### src/rtl/fsr_pkg.sv
package fsr_pkg;
  localparam int SR_W   = 8;
  localparam int ERR_N  = 4;
  localparam int B_RDY  = 7;
  localparam int B_ESUS = 6;
  localparam int B_PSUS = 2;
  // status bit that each sticky error input lands on
  localparam int ERR_POS [ERR_N] = '{1, 3, 4, 5};
endpackage

### src/rtl/fsr_rst_sync.sv
module fsr_rst_sync #(
  parameter int STAGES = 2
) (
  input  logic clk_i,
  input  logic arst_ni,
  output logic rst_no
);
  logic [STAGES-1:0] sync_q;
  logic [STAGES-1:0] sync_d;

  always_comb begin
    sync_d = {sync_q[STAGES-2:0], 1'b1};
  end

  always_ff @(posedge clk_i or negedge arst_ni) begin
    if (!arst_ni) sync_q <= '0;
    else          sync_q <= sync_d;
  end

  assign rst_no = sync_q[STAGES-1];
endmodule

### src/rtl/fsr_sticky.sv
module fsr_sticky #(
  parameter int N = 4
) (
  input  logic         clk_i,
  input  logic         rst_ni,
  input  logic         clr_i,
  input  logic [N-1:0] set_i,
  output logic [N-1:0] flag_o
);
  logic [N-1:0] flag_q;

  for (genvar g = 0; g < N; g++) begin : g_bit
    logic en;
    logic d;

    // a set in the clear cycle wins: clear first, then record
    always_comb begin
      en = clr_i | set_i[g];
      d  = set_i[g];
    end

    always_ff @(posedge clk_i or negedge rst_ni) begin
      if (!rst_ni)  flag_q[g] <= 1'b0;
      else if (en)  flag_q[g] <= d;
    end

    p_keep_r4: assert property (@(posedge clk_i) disable iff (!rst_ni)
      (flag_q[g] && !clr_i) |=> flag_q[g]);
    p_setwin_r7: assert property (@(posedge clk_i) disable iff (!rst_ni)
      set_i[g] |=> flag_q[g]);
    p_clear_r6: assert property (@(posedge clk_i) disable iff (!rst_ni)
      (clr_i && !set_i[g]) |=> !flag_q[g]);
  end

  assign flag_o = flag_q;
endmodule

### src/rtl/fsr_live.sv
module fsr_live (
  input  logic clk_i,
  input  logic rst_ni,
  input  logic busy_i,
  input  logic esus_i,
  input  logic psus_i,
  output logic rdy_o,
  output logic esus_o,
  output logic psus_o
);
  logic [2:0] lv_q;
  logic [2:0] lv_d;

  always_comb begin
    lv_d = {~busy_i, esus_i, psus_i};
  end

  always_ff @(posedge clk_i or negedge rst_ni) begin
    if (!rst_ni) lv_q <= '0;
    else         lv_q <= lv_d;
  end

  assign rdy_o  = lv_q[2];
  assign esus_o = lv_q[1];
  assign psus_o = lv_q[0];

  p_busy_r2: assert property (@(posedge clk_i) disable iff (!rst_ni)
    busy_i |=> !rdy_o);
  p_susp_r3: assert property (@(posedge clk_i) disable iff (!rst_ni)
    !esus_i |=> !esus_o);
endmodule

### src/rtl/fsr_snap.sv
module fsr_snap #(
  parameter int W = 8
) (
  input  logic         clk_i,
  input  logic         rst_ni,
  input  logic         act_i,
  input  logic [W-1:0] stat_i,
  output logic [W-1:0] snap_o,
  output logic         act_o
);
  logic [W-1:0] snap_q;
  logic [W-1:0] snap_d;
  logic         act_q;
  logic         cap;

  always_comb begin
    cap    = act_i & ~act_q;
    snap_d = cap ? stat_i : snap_q;
  end

  always_ff @(posedge clk_i or negedge rst_ni) begin
    if (!rst_ni) begin
      snap_q <= '0;
      act_q  <= 1'b0;
    end else begin
      act_q <= act_i;
      if (cap) snap_q <= snap_d;
    end
  end

  assign snap_o = snap_q;
  assign act_o  = act_q;

  p_hold_r9: assert property (@(posedge clk_i) disable iff (!rst_ni)
    (act_i && act_q) |=> $stable(snap_q));
  p_capture_r10: assert property (@(posedge clk_i) disable iff (!rst_ni)
    (act_i && !act_q) |=> (snap_q == $past(stat_i)));
endmodule

### src/rtl/flash_stat_reg.sv
module flash_stat_reg
  import fsr_pkg::*;
#(
  parameter int BUS_W = 16
) (
  input  logic             clk,
  input  logic             rst_n,
  input  logic             seq_busy,
  input  logic             seq_ers_susp,
  input  logic             seq_pgm_susp,
  input  logic [ERR_N-1:0] seq_err,
  input  logic             clr_cmd,
  input  logic             ce_n,
  input  logic             oe_n,
  output logic [BUS_W-1:0] rd_data,
  output logic             rd_drv
);
  localparam int PAD_W = BUS_W - SR_W;

  logic             rst_sn;
  logic [ERR_N-1:0] err_flags;
  logic             rdy, esus, psus;
  logic [SR_W-1:0]  stat_live;
  logic [SR_W-1:0]  stat_snap;
  logic             rd_act;

  fsr_rst_sync #(.STAGES(2)) u_rst (
    .clk_i(clk), .arst_ni(rst_n), .rst_no(rst_sn)
  );

  fsr_sticky #(.N(ERR_N)) u_sticky (
    .clk_i(clk), .rst_ni(rst_sn), .clr_i(clr_cmd),
    .set_i(seq_err), .flag_o(err_flags)
  );

  fsr_live u_live (
    .clk_i(clk), .rst_ni(rst_sn), .busy_i(seq_busy),
    .esus_i(seq_ers_susp), .psus_i(seq_pgm_susp),
    .rdy_o(rdy), .esus_o(esus), .psus_o(psus)
  );

  always_comb begin
    stat_live         = '0;
    stat_live[B_RDY]  = rdy;
    stat_live[B_ESUS] = esus;
    stat_live[B_PSUS] = psus;
    for (int k = 0; k < ERR_N; k++) begin
      stat_live[ERR_POS[k]] = err_flags[k];
    end
  end

  assign rd_act = ~ce_n & ~oe_n;

  fsr_snap #(.W(SR_W)) u_snap (
    .clk_i(clk), .rst_ni(rst_sn), .act_i(rd_act),
    .stat_i(stat_live), .snap_o(stat_snap), .act_o(rd_drv)
  );

  assign rd_data = {{PAD_W{1'b0}}, stat_snap};

  p_pad_r8: assert property (@(posedge clk) disable iff (!rst_sn)
    rd_drv |-> (rd_data[BUS_W-1:SR_W] == '0 && !rd_data[0]));
  p_drv_r11: assert property (@(posedge clk) disable iff (!rst_sn)
    (ce_n || oe_n) |=> !rd_drv);
endmodule

### config.mk
export PLATFORM = sky130hd
export DESIGN_NAME = flash_stat_reg
export DESIGN_NICKNAME = d
export VERILOG_FILES = /design/src/rtl/fsr_pkg.sv /design/src/rtl/fsr_rst_sync.sv /design/src/rtl/fsr_sticky.sv /design/src/rtl/fsr_live.sv /design/src/rtl/fsr_snap.sv /design/src/rtl/flash_stat_reg.sv
export SDC_FILE = /design/constraint.sdc
export NUM_CORES = 1
export LEC_CHECK = 0
export CAP_MARGIN = 20
export CORE_UTILIZATION = 30
export CTS_CLUSTER_DIAMETER = 100
export DETAILED_ROUTE_END_ITERATION = 16
export DONT_BUFFER_PORTS = 1
export GPL_ROUTABILITY_DRIVEN = 1
export PLACE_DENSITY = 0.53
export SYNTH_ARGS = -nofsm -noshare
export SYNTH_HDL_FRONTEND = slang
export SYNTH_HIERARCHICAL = 1
export SYNTH_SLANG_ARGS = --single-unit
### constraint.sdc
create_clock -name clk -period 0.8 [get_ports clk]
set_input_delay 0.12 -clock clk [delete_from_list [all_inputs] [get_ports clk]]
set_output_delay 0.12 -clock clk [all_outputs]
set_load 0.03 [all_outputs]
==> insert_results.sql <==
INSERT INTO impl_metrics (metric_group, metric, value, unit) VALUES
('timing', 'layout_worst_path_cycle_share', '139', '%'),
('drt', 'routed_wirelength', '1050', 'um'),
('global_routing', 'first_global_vias', '422', ''),
('final_layout', 'antenna_cells_inserted', '0', ''),
('drt', 'length_of_routed_met2_wiring', '490', 'um'),
('yosys', 'yosys_most_used_dff', 'sky130_fd_sc_hd__dfrtp_1', ''),
('worst_hold_path', 'worst_hold_path_type', 'primary input to register', ''),
('global_routing', 'antenna_found_initial', '0', ''),
('drt', 'avgViaCountPerCell', '3.89', ''),
('placed_design', 'post-dp-hpwl', '731', 'um'),
('timing', 'achievable-frequency', '902', 'MHz'),
('setup_path', 'criticalPathCategory', 'register to register', ''),
('yosys', 'synth-edff-count', '0', ''),
('pwr', 'vdd.ir_drop.worst', '1400', 'uV'),
('timing', 'final.setup.worst_slack', '-0.308', 'ns'),
('final_layout', 'drive_gt1_share', '44.7', '%'),
('pwr', 'power_density', '2300', 'nW/um^2'),
('timing', 'unrepaired_setup_endpoints_after_global_routing', 'true', ''),
('job', 'cap_violations', '0', ''),
('yosys', 'ys_async_sr_fraction', '100', '%'),
('run_status', 'status', 'finished with violations', ''),
('floorplan', 'die_w', '50.5', 'um'),
('pwr', 'leakagePower', '0.498', 'nW'),
('placed_design', 'port_buffers', '0', ''),
('placed_design', 'gp_congestion', '0.591', ''),
('yosys', 'synth.most_common_cell', 'sky130_fd_sc_hd__dfrtp_1', ''),
('cts', 'clock_latency_of_the_later_clocked_register_in_the_worst_skew_pair', '0.29', 'ns'),
('setup_path', 'startpoint_type', 'register', ''),
('floorplan', 'die_height', '50.5', 'um'),
('timing', 'fin_hold_ws', '0.0218', 'ns'),
('global_routing', 'gr-usage-all-layers', '10.7', '%'),
('timing', 'timing.final.setup_violations', '17', ''),
('drt', 'wl_met3', '102', 'um'),
('yosys', 'synth-seq-area-share', '63.9', '%'),
('yosys', 'synth.cell_area', '704', 'um^2'),
('timing', 'layout_min_cycle_time', '1.11', 'ns'),
('setup_path', 'worst_setup_path_end_kind', 'register', ''),
('setup_path', 'crit_path_max_fanout', '8', ''),
('cts', 'cts.clk_slew.worst_paths', '0.10', 'ns'),
('pwr', 'p_total', '2.33', 'mW'),
('timing', 'final-max-slew-violation-count', '0', ''),
('yosys', 'synth-seq-cells', '18', ''),
('timing', 'timing.clock.skew', '0.00240', 'ns'),
('yosys', 'synth.area.top_cells', 'sky130_fd_sc_hd__dfrtp_1, sky130_fd_sc_hd__mux2_4, sky130_fd_sc_hd__buf_4', ''),
('timing', 'hold_viol', '0', ''),
('yosys', 'synth.distinct_cells', '10', ''),
('setup_path', 'crit_path_cell_trace', 'nor2b_4, buf_12, mux2_4', ''),
('floorplan', 'coreArea', '2210', 'um^2'),
('cts', 'cts-buffers-inserted', '3', ''),
('global_routing', 'grt-ovfl-total', '0', ''),
('final_layout', 'finish.net_count', '89', ''),
('final_layout', 'area_growth', '43.5', '%'),
('global_routing', 'wire_length_of_the_first_global_routing_pass', '1880', 'um'),
('drt', 'wire_per_inst', '10.1', 'um'),
('drt', 'drt-initial-drc-count', '1', ''),
('yosys', 'top_cell_types_by_occurrence_after_synthesis', 'sky130_fd_sc_hd__dfrtp_1, sky130_fd_sc_hd__buf_4, sky130_fd_sc_hd__mux2_4', ''),
('drt', 'tritonroute_pass_1_iters', '2', ''),
('drt', 'drc', '0', ''),
('cts', 'clock_tree_from_tritoncts', 'done', ''),
('cts', 'cts_num_sinks', '18', ''),
('setup_path', 'worst_path_largest_cell_delay', '0.43', 'ns'),
('yosys', 'synthesis.instances', '45', ''),
('setup_path', 'worst_path_max_delay_cell', 'sky130_fd_sc_hd__dfrtp_2', ''),
('yosys', 'synth_area_per_cell', '15.7', 'um^2'),
('drt', 'antenna_violating_nets_post_route', '0', ''),
('cts', 'cts-root-to-sink-buffers', '2', ''),
('yosys', 'synth_area_leader_cell', 'sky130_fd_sc_hd__dfrtp_1', ''),
('drt', 'route.vias.total', '405', ''),
('setup_path', 'data_arrival_at_the_endpoint_of_the_critical_path', '1.29', 'ns'),
('setup_path', 'worstPathRequired', '0.98', 'ns'),
('yosys', 'synthDominantCellAreaShare', '63.9', '%'),
('floorplan', 'dieArea', '2550', 'um^2'),
('yosys', 'ys.warnings.count', '6', ''),
('floorplan', 'placement_rows', '17', ''),
('floorplan', 'initial_core_util', '31.8', '%'),
('floorplan', 'design.portCount', '29', ''),
('drt', 'topRoutingLayerUsed', 'met4', ''),
('run_status', 'failed_checks', 'setup timing', ''),
('cts', 'htreeDepth', '1', ''),
('global_routing', 'grt_start_max_net_pins', '17', ''),
('drt', 'm1WireLength', '442', 'um'),
('cts', 'cts-root-buf', 'sky130_fd_sc_hd__clkbuf_4', '');
layer usage:
layer	track usage, %	vias up
met5	0	-
met4	4.17	0
met3	6.67	2
met2	16.0	21
met1	12.2	195
li1	-	187
cell type report:
type	count	area (um^2)
repair buffers	28	275
flip-flops and latches	18	452
multi-input cells	24	205
well taps	28	35.0
clock buffers	4	36.3
fillers	208	1200
inverters	2	7.51
repair_timing:
action	4_1_cts	5_1_grt
endpoints found under the hold margin	10	0
endpoints found under the setup margin	17	17
hold buffers	9	0
gates resized for setup	8	0
setup buffers	6	2
worst max-delay path: cells and delay by family (launching register included):
kind / cells / cell delay, ns
buffers and inverters: 1 / 0.14
flip-flops: 1 / 0.43
multiplexers: 1 / 0.30
AND/OR/NAND/NOR: 1 / 0.13
through the flow:
stage               instance area [um^2]  setup slack [ns]  instances  TNS [ns]  utilization, %
floorplan                            736            -0.356         53     -2.85               -
global placement                     795            -0.287         83     -2.26            35.9
detailed placement                   795            -0.297         83     -2.35            35.9
CTS                                  996            -0.313        102     -4.03            45.0
global route                        1010            -0.344        104     -4.61            45.7
finish                              1010            -0.308        104     -3.83            45.7
worst paths after layout:
path                            startpoint                  to  slack [ns]  cells after the start
max                           u_snap/act_o    u_snap/snap_o[7]       -0.31                      3
min                                clr_cmd  u_sticky/flag_o[0]        0.02                      2
max reg2reg                   u_snap/act_o    u_snap/snap_o[7]       -0.31                      3
min reg2reg                u_rst/sync_q[1]      u_live/lv_q[2]        0.19                      1
max in group asynchronous  u_rst/sync_q[1]        u_snap/act_o        0.42                      1
min in group asynchronous            rst_n     u_rst/sync_q[0]        0.05                      1
cells by family (layout without fill, tap and decap cells):
| logic type | count (synthesis) | in the layout | synth area share (%) |
|---|---|---|---|
| buffers and inverters | 11 | 34 | 11.2 |
| AO/OA/AOI/OAI | 4 | 4 | 4.26 |
| other | 2 | 10 | 1.07 |
| flip-flops | 18 | 18 | 63.9 |
| AND/OR/NAND/NOR | 2 | 2 | 2.49 |
| multiplexers | 8 | 8 | 17.1 |
state kept, by name, indices dropped and copies added, names as in the netlist:
register and cells:
u_snap/snap_o 8, u_snap/act_o 1, u_live/lv_q 3, u_rst/sync_q 2, u_sticky/flag_o 4
power by group:
group	leakage [nW]	switching (mW)	internal, mW
clock network	0.0210	0.266	0.277
registers	0.204	0.0648	1.01
logic	0.273	0.322	0.385
total	0.498	0.652	1.68
cells in the final DEF, fill, tap and decap left out:
cell | netlist | layout
sky130_fd_sc_hd__clkbuf_8 | 0 | 1
sky130_fd_sc_hd__buf_12 | 0 | 1
sky130_fd_sc_hd__dfrtp_2 | 0 | 1
sky130_fd_sc_hd__dfrtp_1 | 18 | 17
sky130_fd_sc_hd__nor2_1 | 1 | 1
sky130_fd_sc_hd__inv_2 | 1 | 1
sky130_fd_sc_hd__inv_1 | 1 | 1
sky130_fd_sc_hd__mux2_4 | 8 | 8
sky130_fd_sc_hd__buf_4 | 8 | 10
sky130_fd_sc_hd__conb_1 | 2 | 10
sky130_fd_sc_hd__dlygate4sd3_1 | 0 | 9
sky130_fd_sc_hd__buf_6 | 1 | 8
sky130_fd_sc_hd__nor2b_4 | 1 | 1
sky130_fd_sc_hd__a21o_1 | 4 | 4
sky130_fd_sc_hd__clkbuf_4 | 0 | 3
Note: power is estimated with default switching activity, not from simulation.
